[src/rtl/xpl_pkg.sv]
`timescale 1ns/1ps
package xpl_pkg;
  typedef enum logic {SRC_GEN = 1'b0, SRC_FEED = 1'b1} par_src_e;
  typedef enum logic {SENSE_EVEN = 1'b0, SENSE_ODD = 1'b1} sense_e;
endpackage

[src/rtl/xpl_parity.sv]
`timescale 1ns/1ps
module xpl_parity
  import xpl_pkg::*;
#(
  parameter int W = 8
) (
  input  logic [W-1:0] d,
  input  logic         p,
  input  sense_e       sense,
  output logic         gen,
  output logic         ok
);
  logic odd_sel;
  logic d_xor;

  assign odd_sel = (sense == SENSE_ODD);
  assign d_xor   = ^d;
  // generated bit completes the requested count of ones
  assign gen = d_xor ^ odd_sel;
  // byte plus parity has a count of ones matching the sense
  assign ok  = ((d_xor ^ p) == odd_sel);
endmodule

[src/rtl/xpl_lane.sv]
`timescale 1ns/1ps
module xpl_lane
  import xpl_pkg::*;
#(
  parameter int W = 8
) (
  input  logic         clk,
  input  logic         rst,
  input  logic         cap_en,
  input  logic [W-1:0] din,
  input  logic         pin,
  input  par_src_e     src,
  input  sense_e       sense,
  output logic [W-1:0] held_d,
  output logic         held_p,
  output logic         fwd_p,
  output logic         chk_ok
);
  logic gen_p;

  always_ff @(posedge clk) begin
    if (rst) begin
      held_d <= '0;
      held_p <= 1'b0;
    end else if (cap_en) begin
      held_d <= din;
      held_p <= pin;
    end
  end

  xpl_parity #(.W(W)) u_par (
    .d     (held_d),
    .p     (held_p),
    .sense (sense),
    .gen   (gen_p),
    .ok    (chk_ok)
  );

  assign fwd_p = (src == SRC_FEED) ? held_p : gen_p;
endmodule

[src/rtl/parity_xcvr.sv]
`timescale 1ns/1ps
module parity_xcvr
  import xpl_pkg::*;
#(
  parameter int W = 8
) (
  input  logic         clk,
  input  logic         rst,
  input  logic [W-1:0] a_din,
  input  logic         a_par_in,
  input  logic [W-1:0] b_din,
  input  logic         b_par_in,
  input  logic         ab_load,
  input  logic         ba_load,
  input  logic         ab_drive_n,
  input  logic         ba_drive_n,
  input  logic         feed_thru,
  input  logic         odd_sense,
  output logic [W-1:0] a_dout,
  output logic         a_par_out,
  output logic         a_oe,
  output logic [W-1:0] b_dout,
  output logic         b_par_out,
  output logic         a_err_n,
  output logic         b_err_n
);
  par_src_e     src;
  sense_e       sense;
  logic [W-1:0] ab_held_d, ba_held_d;
  logic         ab_held_p, ba_held_p;
  logic         ab_fwd_p, ba_fwd_p;
  logic         ab_ok, ba_ok;
  logic [W-1:0] b_nxt, a_nxt;

  assign src   = feed_thru ? SRC_FEED : SRC_GEN;
  assign sense = odd_sense ? SENSE_ODD : SENSE_EVEN;

  xpl_lane #(.W(W)) u_ab (
    .clk    (clk),
    .rst    (rst),
    .cap_en (ab_load),
    .din    (a_din),
    .pin    (a_par_in),
    .src    (src),
    .sense  (sense),
    .held_d (ab_held_d),
    .held_p (ab_held_p),
    .fwd_p  (ab_fwd_p),
    .chk_ok (ab_ok)
  );

  xpl_lane #(.W(W)) u_ba (
    .clk    (clk),
    .rst    (rst),
    .cap_en (ba_load),
    .din    (b_din),
    .pin    (b_par_in),
    .src    (src),
    .sense  (sense),
    .held_d (ba_held_d),
    .held_p (ba_held_p),
    .fwd_p  (ba_fwd_p),
    .chk_ok (ba_ok)
  );

  // per-bit drivers: B side releases to high, A side parks at zero
  for (genvar i = 0; i < W; i++) begin : g_drv
    assign b_nxt[i] = ab_drive_n ? 1'b1 : ab_held_d[i];
    assign a_nxt[i] = ba_drive_n ? 1'b0 : ba_held_d[i];
  end

  always_ff @(posedge clk) begin
    if (rst) begin
      b_dout    <= '1;
      b_par_out <= 1'b1;
      a_dout    <= '0;
      a_par_out <= 1'b0;
      a_oe      <= 1'b0;
      a_err_n   <= 1'b1;
      b_err_n   <= 1'b1;
    end else begin
      b_dout    <= b_nxt;
      b_par_out <= ab_drive_n ? 1'b1 : ab_fwd_p;
      a_dout    <= a_nxt;
      a_par_out <= ba_drive_n ? 1'b0 : ba_fwd_p;
      a_oe      <= ~ba_drive_n;
      a_err_n   <= ab_ok;
      b_err_n   <= ba_ok;
    end
  end
endmodule

[config.mk]
export PLATFORM = sky130hd
export DESIGN_NAME = parity_xcvr
export DESIGN_NICKNAME = d
export VERILOG_FILES = /design/src/rtl/xpl_pkg.sv /design/src/rtl/xpl_parity.sv /design/src/rtl/xpl_lane.sv /design/src/rtl/parity_xcvr.sv
export SDC_FILE = /design/constraint.sdc
export NUM_CORES = 1
export LEC_CHECK = 0
export BUFFER_PORTS_ARGS = -buffer_cell sky130_fd_sc_hd__buf_2
export CAP_MARGIN = 20
export CORE_ASPECT_RATIO = 0.6
export CORE_MARGIN = 2
export CORE_UTILIZATION = 48
export CTS_CLUSTER_DIAMETER = 40
export DETAILED_ROUTE_END_ITERATION = 16
export PLACE_DENSITY = 0.74
export SLEW_MARGIN = 20
export SYNTH_ARGS = -nofsm -noshare
export SYNTH_HDL_FRONTEND = slang
export SYNTH_SLANG_ARGS = --single-unit
[constraint.sdc]
create_clock -name clk -period 2.1 [get_ports clk]
set_input_delay 0.21 -clock clk [delete_from_list [all_inputs] [get_ports clk]]
set_output_delay 0.21 -clock clk [all_outputs]
set_load 0.005 [all_outputs]
==> metrics.md, run 1 <==
| Metric | Value |
|---|---|
| Area of the core | 0.00282 mm2 |
| Most frequent cells in the layout | 46 x buf_2, 39 x dfxtp_1, 19 x nor2_1 |
| Htree depth | 2 |
| NetSw | 348 uW |
| Wirelength per Cell | 12.4 um |
| Part of the power in registers | 0.516 |
| Share of layout cells above drive strength 1 | 0.329 |
| Register area share after synthesis | 0.560 |
| Die width | 73.6 um |
| Final Hold Fails | 0 |
| Starting DRT DRC Count | 60 |
| Nets | 195 |
| Cells after DPL | 196 |
| Netlist cell types | 19 |
| CP arrival | 1850 ps |
| Post-CTS resize count | 0 |
| Final core utilization | 0.621 |
| Combinational power share | 0.149 |
| Ant diodes | 0 |
| PD cells | 902 mW/mm2 |
| CP required | 2260 ps |
| Filler cells | 226 |
| Vias in the first global route | 858 |
| Antenna violations before repair | 0 |
| DRT Pass-1 Iters | 5 |
| Reg clk slew, reported paths | 70 ps |
| HPWL after detailed placement | 1850 um |
| Commonest non-fill, non-tap cell in the layout | buf_2 |
| Total of max-cap violations | 0 |
| Final hold slack | 164 ps |
| Cell Rows | 15 |
| Hold Path Class | input pin to register |
| Area grow syn2layout | 25.4% |
| Mean post-synth cell area | 11.5 um2 |
| DRT antenna net count | 0 |
| Max Slew Vio Count | 0 |
| YS warnings | 0 |
| Relative slew slack | 0.637 |
| Grt ovf | 0 |
| DRC Markers | 0 |
| IO Count | 47 |
| Clock sinks | 39 |
| Chip height | 45.8 um |
| Worst-path fanout max | 3 |
| RSZ-0062 raised after global routing | false |
| Crit start category | register |
| Vias | 980 |
| First-pass GRT wire length | 3750 um |
| CTS tree | yes |
| Tightest Pin Transition | 542 ps |
| Reg2Reg Setup Slack | 420 ps |
| Clock Root Buffer | clkbuf_8 |
| Initial cell density of the core | 0.496 |
| Crit. End Element | register |
| Fin crit period | 1680 ps |
| Tcrit/Tclk final | 0.801 |
| Sw Ratio | 0.221 |
| Fin cells | 204 |
| WS Path Type | register to register |
| Post-DR vias/cell | 4.80 |
| RePlAce Congestion | 0.762 |
| CTS buffer count | 5 |
| Die area | 0.00337 mm2 |
| Int Power | 1.23 mW |
| Synthesized area | 0.00140 mm2 |
| Syn_nets | 147 |
| Clock Tree Buf Depth | 2 |
| Worst-Skew Late Latency | 280 ps |
| IO buf count | 46 |
| Static leakage | 0.853 nW |
| CTS Hold Buffers Added | 0 |
| Skew final | 1.31 ps |
| Clock share of power | 0.335 |
| Number of setup violations in the final report | 0 |
| Setup TNS Final | 0 ps |
| Seq cells post-synth | 39 |
| Design Power | 1.58 mW |
| Mapped Cells | 121 |
| Largest net degree at the start of global routing | 32 |
| Post-CTS Setup Bufs | 0 |
| Peak VDD IR | 0.509 mV |
| Outcome | complete, no violations |
| GRT Util Overall | 0.158 |
| Final WL | 2540 um |
| Max Freq | 594 MHz |
per-stage QoR:
stage / cell area (um2) / worst slack (ps)
after global placement: 1650 / 519
after floorplan: 1400 / 545
final: 1750 / 418
after CTS: 1750 / 406
after detailed placement: 1650 / 453
after global routing: 1750 / 358
cell type report:
class | count | area [um2] | area share
Multi-Input combinational cell | 77 | 596 | 0.340
Sequential cell | 39 | 781 | 0.446
Tap cell | 34 | 42.5 | 0.0243
Clock buffer | 8 | 100 | 0.0572
Timing Repair Buffer | 46 | 230 | 0.132
final timing paths:
kind | endpoint | depth (start not counted) | start
setup reg to reg | a_err_n$_SDFF_PP1_ | 4 | u_ab.held_d[4]$_SDFFE_PP0P_
hold / removal | u_ba.held_d[6]$_SDFFE_PP0P_ | 3 | b_din[6]
hold reg to reg | b_dout[2]$_SDFF_PP1_ | 1 | u_ab.held_d[2]$_SDFFE_PP0P_
setup / recovery | a_err_n$_SDFF_PP1_ | 4 | u_ab.held_d[4]$_SDFFE_PP0P_
synth_stat cells:
| library cell | instances | area, um2 |
|---|---|---|
| clkbuf_1 | 5 | 18.8 |
| o211ai_1 | 1 | 7.51 |
| o21ai_0 | 1 | 5.00 |
| and2_1 | 7 | 43.8 |
| xnor2_1 | 7 | 61.3 |
| dfxtp_1 | 39 | 781 |
| a211oi_1 | 1 | 7.51 |
| or2_1 | 2 | 12.5 |
| mux2i_1 | 18 | 180 |
| nor3_1 | 1 | 5.00 |
| nand2_1 | 1 | 3.75 |
| and2_2 | 1 | 7.51 |
| or3_1 | 8 | 50.1 |
| nor2_1 | 19 | 71.3 |
| xnor3_1 | 2 | 45.0 |
| nand3b_1 | 1 | 7.51 |
| nand3_1 | 1 | 5.00 |
| xor2_1 | 4 | 35.0 |
| xnor3_2 | 2 | 47.6 |
registers in the layout, summed over array words and instances, names as in the netlist:
register and flops:
b_dout 8, a_dout 8, u_ba.held_d 8, a_err_n 1, u_ba.held_p 1, u_ab.held_p 1, b_err_n 1, u_ab.held_d 8
b_par_out 1, a_oe 1, a_par_out 1
power groups by stage:
stage	clock network [mW]	logic, mW	registers [mW]
floorplan	0	0.156	0.831
global placement	0	0.226	0.831
detailed placement	0	0.235	0.830
CTS	0.550	0.238	0.814
global route	0.571	0.256	0.819
finish	0.529	0.235	0.814
cells by family (layout without fill, tap and decap cells):
family / Yosys count / count (layout) / synth area share
simple gates: 41 / 41 / 0.148
flops: 39 / 39 / 0.560
mux: 18 / 18 / 0.129
buf+inv: 5 / 54 / 0.0135
xor+xnor: 15 / 15 / 0.135
compound gates: 3 / 3 / 0.0144
routing by layer:
layer	track usage	routed length (um)
met2	0.243	1220
met3	0.0686	160
met4	0.0764	0
met1	0.192	1160
met5	0	0
critical path, stage by stage, from the launching register on:
cell     delay, ps
dfxtp_1        370
xor2_1         170
xnor3_2        470
xnor3_1        340
or2_1          220
(Power assumes the default switching activity.)
==> run 2, diff against run 1 <==
--- a/config.mk
+++ b/config.mk
@@ -5,11 +5,12 @@
 export SDC_FILE = /design/constraint.sdc
 export NUM_CORES = 1
 export LEC_CHECK = 0
+export ABC_AREA = 1
 export BUFFER_PORTS_ARGS = -buffer_cell sky130_fd_sc_hd__buf_2
 export CAP_MARGIN = 20
 export CORE_ASPECT_RATIO = 0.6
 export CORE_MARGIN = 2
-export CORE_UTILIZATION = 48
+export CORE_UTILIZATION = 49
 export CTS_CLUSTER_DIAMETER = 40
 export DETAILED_ROUTE_END_ITERATION = 16
 export PLACE_DENSITY = 0.74
==> constraint.sdc (replaced) <==
create_clock -name clk -period 1.77 [get_ports clk]
set_input_delay 0.177 -clock clk [delete_from_list [all_inputs] [get_ports clk]]
set_output_delay 0.177 -clock clk [all_outputs]
set_load 0.005 [all_outputs]
==> run 2 against run 1 <==
Effect of this change:
- sequential power grew 18%
- fmax grew 36%
- worst setup slack gained 120 ps
- clock-buffer cell count shrank 2
- clock skew grew 4.1 ps
- register-to-register slack gained 120 ps
- design area grew 6.9%
- clock power grew 43%
- critical endpoint unchanged
- largest cell class unchanged
==> metrics.md, run 2 <==
| Metric | Value |
|---|---|
| Part of the power in registers | 0.482 (was 0.516) |
| Max Slew Vio Count | 0 (unchanged) |
| Cells after DPL | 287 (was 196) |
| PD cells | 1060 mW/mm2 (was 902 mW/mm2) |
| Die width | 75.0 um (was 73.6 um) |
| Initial cell density of the core | 0.516 (was 0.496) |
| Syn_nets | 228 (was 147) |
| Skew final | 5.36 ps (was 1.31 ps) |
| RSZ-0062 raised after global routing | false (unchanged) |
| Post-DR vias/cell | 4.63 (was 4.80) |
| Clock Tree Buf Depth | 2 (unchanged) |
| Fin cells | 295 (was 204) |
| CP max stage delay | 350 ps (was 470 ps) |
| DRT antenna net count | 0 (unchanged) |
| Sw Ratio | 0.246 (was 0.221) |
| Crit start category | register (unchanged) |
| Most frequent cells in the layout | 60 x nand2_1, 46 x buf_2, 39 x dfxtp_1 (was 46 x buf_2, 39 x dfxtp_1, 19 x nor2_1) |
| Post-place instance area | 0.00175 mm2 (was 0.00165 mm2) |
| Share of layout cells above drive strength 1 | 0.241 (was 0.329) |
| CP arrival | 1390 ps (was 1850 ps) |
| CTS tree | yes (unchanged) |
| First-pass GRT wire length | 4840 um (was 3750 um) |
| Wirelength per Cell | 10.1 um (was 12.4 um) |
| Crit path top cell by count | nand2_1 |
| DRT Pass-1 Iters | 4 (was 5) |
| Die area | 0.00349 mm2 (was 0.00337 mm2) |
| Cell Rows | 15 (unchanged) |
| Seq cells post-synth | 39 (unchanged) |
| Crit. End Element | register (unchanged) |
| Synthesized area | 0.00148 mm2 (was 0.00140 mm2) |
| Relative slew slack | 0.660 (was 0.637) |
| EDFF count, synth | 0 (unchanged) |
| Vias | 1,365 (was 980) |
| Nets | 278 (was 195) |
| RePlAce Congestion | 0.746 (was 0.762) |
| Peak VDD IR | 0.595 mV (was 0.509 mV) |
| Final core utilization | 0.651 (was 0.621) |
| Crit path buf inv count | 1 (was 0) |
| Top-area cell type share of the netlist area | 0.527 (was 0.560) |
| Register area share after synthesis | 0.527 (was 0.560) |
| Final WL | 2980 um (was 2540 um) |
| CTS buffer count | 5 (unchanged) |
| IO Count | 47 (unchanged) |
| Outcome | complete, no violations (unchanged) |
| Worst-Skew Late Latency | 300 ps (was 280 ps) |
| Htree depth | 2 (unchanged) |
| Post-synth ARST share | 0 (unchanged) |
| Post-CTS Setup Bufs | 0 (unchanged) |
| Design Power | 1.99 mW (was 1.58 mW) |
| Worst path cell trace | inv_1 > nand2_1 > nand2_1 > nand2_1 > nand2_1 > nand3b_1 > nand3_1 > nand3_1 (was xor2_1 > xnor3_2 > xnor3_1 > or2_1) |
| Chip height | 46.6 um (was 45.8 um) |
| Dpl ws | 593 ps (was 453 ps) |
| CTS Hold Buffers Added | 0 (unchanged) |
| Post-CTS resize count | 0 (unchanged) |
| Top_reg_cell synth | dfxtp_1 (unchanged) |
| Final hold slack | 37.3 ps (was 164 ps) |
| Fin crit period | 1240 ps (was 1680 ps) |
| Area grow syn2layout | 26.3% (was 25.4%) |
| Reg clk slew, reported paths | 70 ps (about the same) |
| Int Power | 1.50 mW (was 1.23 mW) |
| Number of setup violations in the final report | 0 (unchanged) |
| Design area | 0.00187 mm2 (was 0.00175 mm2) |
| Cell family with most CP delay | simple AND/OR/NAND/NOR gates (was XOR/XNOR gates) |
| Largest net degree at the start of global routing | 21 (was 32) |
| Ant diodes | 0 (unchanged) |
| Tightest Pin Transition | 509 ps (was 542 ps) |
| HPWL after detailed placement | 2160 um (was 1850 um) |
| Setup TNS Final | 0 ps (unchanged) |
| YS warnings | 0 (unchanged) |
| Total of max-cap violations | 0 (unchanged) |
| Vias in the first global route | 1,108 (was 858) |
| Starting DRT DRC Count | 48 (was 60) |
| Final worst setup slack | 535 ps (was 418 ps) |
| CP max-delay cell | dfxtp_1 (was xnor3_2) |
| Mapped Cells | 202 (was 121) |
| Final Hold Fails | 0 (unchanged) |
| Static leakage | 0.959 nW (was 0.853 nW) |
| Mean post-synth cell area | 7.33 um2 (was 11.5 um2) |
| DRC Markers | 0 (unchanged) |
| Tcrit/Tclk final | 0.698 (was 0.801) |
| Synth area leaders | dfxtp_1 53%, nand2_1 15%, inv_1 6.6%, a21oi_1 6.4%, o21ai_0 6.1% (was dfxtp_1 56%, mux2i_1 13%, nor2_1 5.1%, xnor2_1 4.4%, or3_1 3.6%) |
| Hold Path Class | input pin to register (unchanged) |
| GRT Util Overall | 0.197 (was 0.158) |
| Area of the core | 0.00287 mm2 (was 0.00282 mm2) |
| Most frequent cell after synthesis | nand2_1 (was dfxtp_1) |
| Clock share of power | 0.382 (was 0.335) |
| Synth area leader | dfxtp_1 (unchanged) |
| WS Path Type | register to register (unchanged) |
| NetSw | 490 uW (was 348 uW) |
| Combinational power share | 0.137 (was 0.149) |
| Grt ovf | 0 (unchanged) |
| Netlist cell types | 15 (was 19) |
| Clock sinks | 39 (unchanged) |
| Commonest non-fill, non-tap cell in the layout | nand2_1 (was buf_2) |
| CP required | 1930 ps (was 2260 ps) |
| Clock Root Buffer | clkbuf_8 (unchanged) |
| Antenna violations before repair | 0 (unchanged) |
| IO buf count | 46 (unchanged) |
| Worst-path fanout max | 4 (was 3) |
| Max Freq | 810 MHz (was 594 MHz) |
| Most frequent cells after synthesis | 60 x nand2_1, 39 x dfxtp_1, 26 x inv_1 (was 39 x dfxtp_1, 19 x nor2_1, 18 x mux2i_1) |
[run 2: power by group through the flow]
stage / registers, mW / clock network [mW] / logic [mW]
global route: 0.965 / 0.800 / 0.316
global placement: 0.977 / 0 / 0.267
CTS: 0.958 / 0.772 / 0.273
detailed placement: 0.978 / 0 / 0.270
floorplan: 0.980 / 0 / 0.178
finish: 0.959 / 0.759 / 0.272
[run 2: logic make-up after synthesis]
group	Yosys count	share of synthesized area
AOI/OAI and AO/OA	37	0.125
xor gates and xnor gates	1	0.00591
and+or+nand+nor	92	0.256
buffers and inverters	33	0.0861
DFF	39	0.527
[run 2: layout make-up]
type                       instances  area, um2
tap                               42       52.6
clock buffer                       6       82.6
clock inverter                     2       35.0
fill                             273       1000
sequential                        39        781
inverter                          29        109
multi-input combinational        130        573
timing repair buffer              47        238
[run 2: path summary, 6_finish.rpt]
kind / slack [ps] / end / cells after the start / start
max: 530 / a_err_n$_SDFF_PP1_ / 8 / u_ab.held_d[2]$_SDFFE_PP0P_
max reg2reg: 530 / a_err_n$_SDFF_PP1_ / 8 / u_ab.held_d[2]$_SDFFE_PP0P_
min: 40 / a_oe$_SDFF_PP0_ / 2 / ba_drive_n
min reg2reg: 470 / b_err_n$_SDFF_PP1_ / 2 / u_ba.held_p$_SDFFE_PP0P_
[run 2: metal layers]
metal | GRT usage | wire (um) | vias to the layer above
met5 | 0 | 0 | -
met4 | 0.107 | 44 | 0
met3 | 0.0678 | 200 | 5
met2 | 0.265 | 1170 | 46
met1 | 0.273 | 1560 | 583
li1 | - | - | 731
==> run 3, diff against run 2 <==
==> constraint.sdc (replaced) <==
create_clock -name clk -period 1.2 [get_ports clk]
set_input_delay 0.12 -clock clk [delete_from_list [all_inputs] [get_ports clk]]
set_output_delay 0.12 -clock clk [all_outputs]
set_load 0.005 [all_outputs]
==> run 3 against run 2 <==
Effect of this change:
- via count decreased by 0.66%
- register-to-register slack lost 460 ps
- clock-buffer cell count rose by 1
- non-clock buffer count is 5 higher
- flip-flop and latch count unchanged
- sequential power increased by 48%
- largest power group unchanged
==> metrics.md, run 3 (synthesized netlist as in run 2, its figures left out) <==
| Metric | Value |
|---|---|
| Share of layout cells above drive strength 1 | 0.333 (was 0.241) |
| Skew final | 4.94 ps (was 5.36 ps) |
| Max Freq | 892 MHz (was 810 MHz) |
| NetSw | 739 uW (was 490 uW) |
| First-pass GRT wire length | 4660 um (was 4840 um) |
| CP max-delay cell | dfxtp_1 (unchanged) |
| Static leakage | 0.973 nW (was 0.959 nW) |
| Final Hold Fails | 0 (unchanged) |
| Peak VDD IR | 0.768 mV (was 0.595 mV) |
| Grt ovf | 0 (unchanged) |
| Total of max-cap violations | 0 (unchanged) |
| CTS tree | yes (unchanged) |
| Tcrit/Tclk final | 0.934 (was 0.698) |
| Worst-Skew Late Latency | 290 ps (was 300 ps) |
| GRT Util Overall | 0.189 (was 0.197) |
| CP required | 1370 ps (was 1930 ps) |
| CP arrival | 1290 ps (was 1390 ps) |
| Vias in the first global route | 1,083 (was 1,108) |
| Design Power | 2.82 mW (was 1.99 mW) |
| DRT antenna net count | 0 (unchanged) |
| Htree depth | 2 (unchanged) |
| WS Path Type | register to register (unchanged) |
| Most frequent cells in the layout | 56 x nand2_1, 46 x buf_2, 30 x dfxtp_1 (was 60 x nand2_1, 46 x buf_2, 39 x dfxtp_1) |
| Fin crit period | 1120 ps (was 1240 ps) |
| Number of setup violations in the final report | 0 (unchanged) |
| Wirelength per Cell | 10.2 um (was 10.1 um) |
| Reg clk slew, reported paths | 80 ps (was 70 ps) |
| Clock Tree Buf Depth | 2 (unchanged) |
| Crit path buf inv count | 1 (unchanged) |
| Crit path top cell by count | nand2_1 (unchanged) |
| Chip height | 46.6 um (unchanged) |
| Die area | 0.00349 mm2 (unchanged) |
| IO buf count | 46 (unchanged) |
| RePlAce Congestion | 0.794 (was 0.746) |
| Outcome | complete, no violations (unchanged) |
| Worst path cell trace | inv_2 > nand2_1 > nand2_1 > nand2_2 > nand2_1 > nand2_2 > nand2_1 > nand2_2 > nand2_1 > nand2_1 > nand3_1 (was inv_1 > nand2_1 > nand2_1 > nand2_1 > nand2_1 > nand3b_1 > nand3_1 > nand3_1) |
| Cell family with most CP delay | simple AND/OR/NAND/NOR gates (unchanged) |
| PD cells | 1470 mW/mm2 (was 1060 mW/mm2) |
| Sw Ratio | 0.262 (was 0.246) |
| Nets | 283 (was 278) |
| Ant diodes | 0 (unchanged) |
| Hold Path Class | input pin to register (unchanged) |
| Area of the core | 0.00287 mm2 (unchanged) |
| Reg2Reg Setup Slack | 80 ps (was 530 ps) |
| CP max stage delay | 340 ps (was 350 ps) |
| Final worst setup slack | 79.1 ps (was 535 ps) |
| HPWL after detailed placement | 2240 um (was 2160 um) |
| Area grow syn2layout | 29.8% (was 26.3%) |
| Tightest Pin Transition | 452 ps (was 509 ps) |
| Filler cells | 266 (was 273) |
| DRC Markers | 0 (unchanged) |
| Combinational power share | 0.149 (was 0.137) |
| Relative slew slack | 0.698 (was 0.660) |
| RSZ-0062 raised after global routing | true (was false) |
| Clock Root Buffer | clkbuf_8 (unchanged) |
| Cell Rows | 15 (unchanged) |
| Starting DRT DRC Count | 44 (was 48) |
| Die width | 75.0 um (unchanged) |
| Antenna violations before repair | 0 (unchanged) |
| Max Slew Vio Count | 0 (unchanged) |
| Largest net degree at the start of global routing | 21 (unchanged) |
| Final WL | 3070 um (was 2980 um) |
| DRT Pass-1 Iters | 4 (unchanged) |
| Int Power | 2.08 mW (was 1.50 mW) |
| IO Count | 47 (unchanged) |
| Part of the power in registers | 0.504 (was 0.482) |
| Dpl ws | 44.6 ps (was 593 ps) |
| Post-DR vias/cell | 4.52 (was 4.63) |
| Worst-path fanout max | 3 (was 4) |
| Crit. End Element | register (unchanged) |
| Initial cell density of the core | 0.516 (unchanged) |
| Final hold slack | 14.2 ps (was 37.3 ps) |
| Commonest non-fill, non-tap cell in the layout | nand2_1 (unchanged) |
| CTS buffer count | 5 (unchanged) |
| Clock sinks | 39 (unchanged) |
| Vias | 1,356 (was 1,365) |
| Final core utilization | 0.670 (was 0.651) |
| Clock share of power | 0.347 (was 0.382) |
| Crit start category | register (unchanged) |
| Setup TNS Final | 0 ps (unchanged) |
[run 3: layout make-up]
cell class                      instances  area (um2)  share of cell area
Clock inverter                          1        7.51             0.00390
Tap cell                               42        52.6              0.0273
Multi-Input combinational cell        130         588               0.306
Inverter                               29         109              0.0566
Timing Repair Buffer                   52         278               0.144
Clock buffer                            7        96.3              0.0501
Sequential cell                        39         792               0.412
[run 3: path summary, 6_finish.rpt]
kind                                             startpoint                    to  cells past startpoint
worst max-delay path            u_ba.held_d[7]$_SDFFE_PP0P_    b_err_n$_SDFF_PP1_                     11
worst min-delay path                                    rst       a_oe$_SDFF_PP0_                      2
worst max register to register  u_ba.held_d[7]$_SDFFE_PP0P_    b_err_n$_SDFF_PP1_                     11
worst min register to register  u_ab.held_d[0]$_SDFFE_PP0P_  b_dout[0]$_SDFF_PP1_                      2
[run 3: power groups by stage]
stage / clock network [mW] / registers, mW / logic [mW]
after floorplan: 0 / 1.45 / 0.262
after global placement: 0 / 1.44 / 0.402
after detailed placement: 0 / 1.44 / 0.409
after CTS: 0.991 / 1.41 / 0.413
after global routing: 1.04 / 1.43 / 0.481
final: 0.979 / 1.42 / 0.421
[run 3: metrics by stage]
stage                     cell area (um2)  cells
after floorplan                      1480    202
after global placement               1780    290
after detailed placement             1780    290
after CTS                            1890    299
after global routing                 1920    300
final                                1920    300
[run 3: layer usage]
layer / up-vias / share of wire / GRT usage
li1: 743 / - / -
met1: 571 / 0.55 / 0.281
met2: 34 / 0.37 / 0.233
met3: 8 / 0.066 / 0.0591
met4: 0 / 0.021 / 0.107
met5: - / 0 / 0
[run 3: what timing repair did]
item                       4_1_cts  5_1_grt
hold endpoints to repair         1        0
setup endpoints to repair        0        4
hold buffers                     1        0
setup buffers                    0        1
gates resized for setup          0       21
[run 3: worst register-to-register path, cell delays in order, from the launching register on]
cell and delay (ps):
dfxtp_1 340, inv_2 50, nand2_1 70, nand2_1 60, nand2_2 60, nand2_1 60
nand2_2 60, nand2_1 60, nand2_2 70, nand2_1 50, nand2_1 60, nand3_1 70
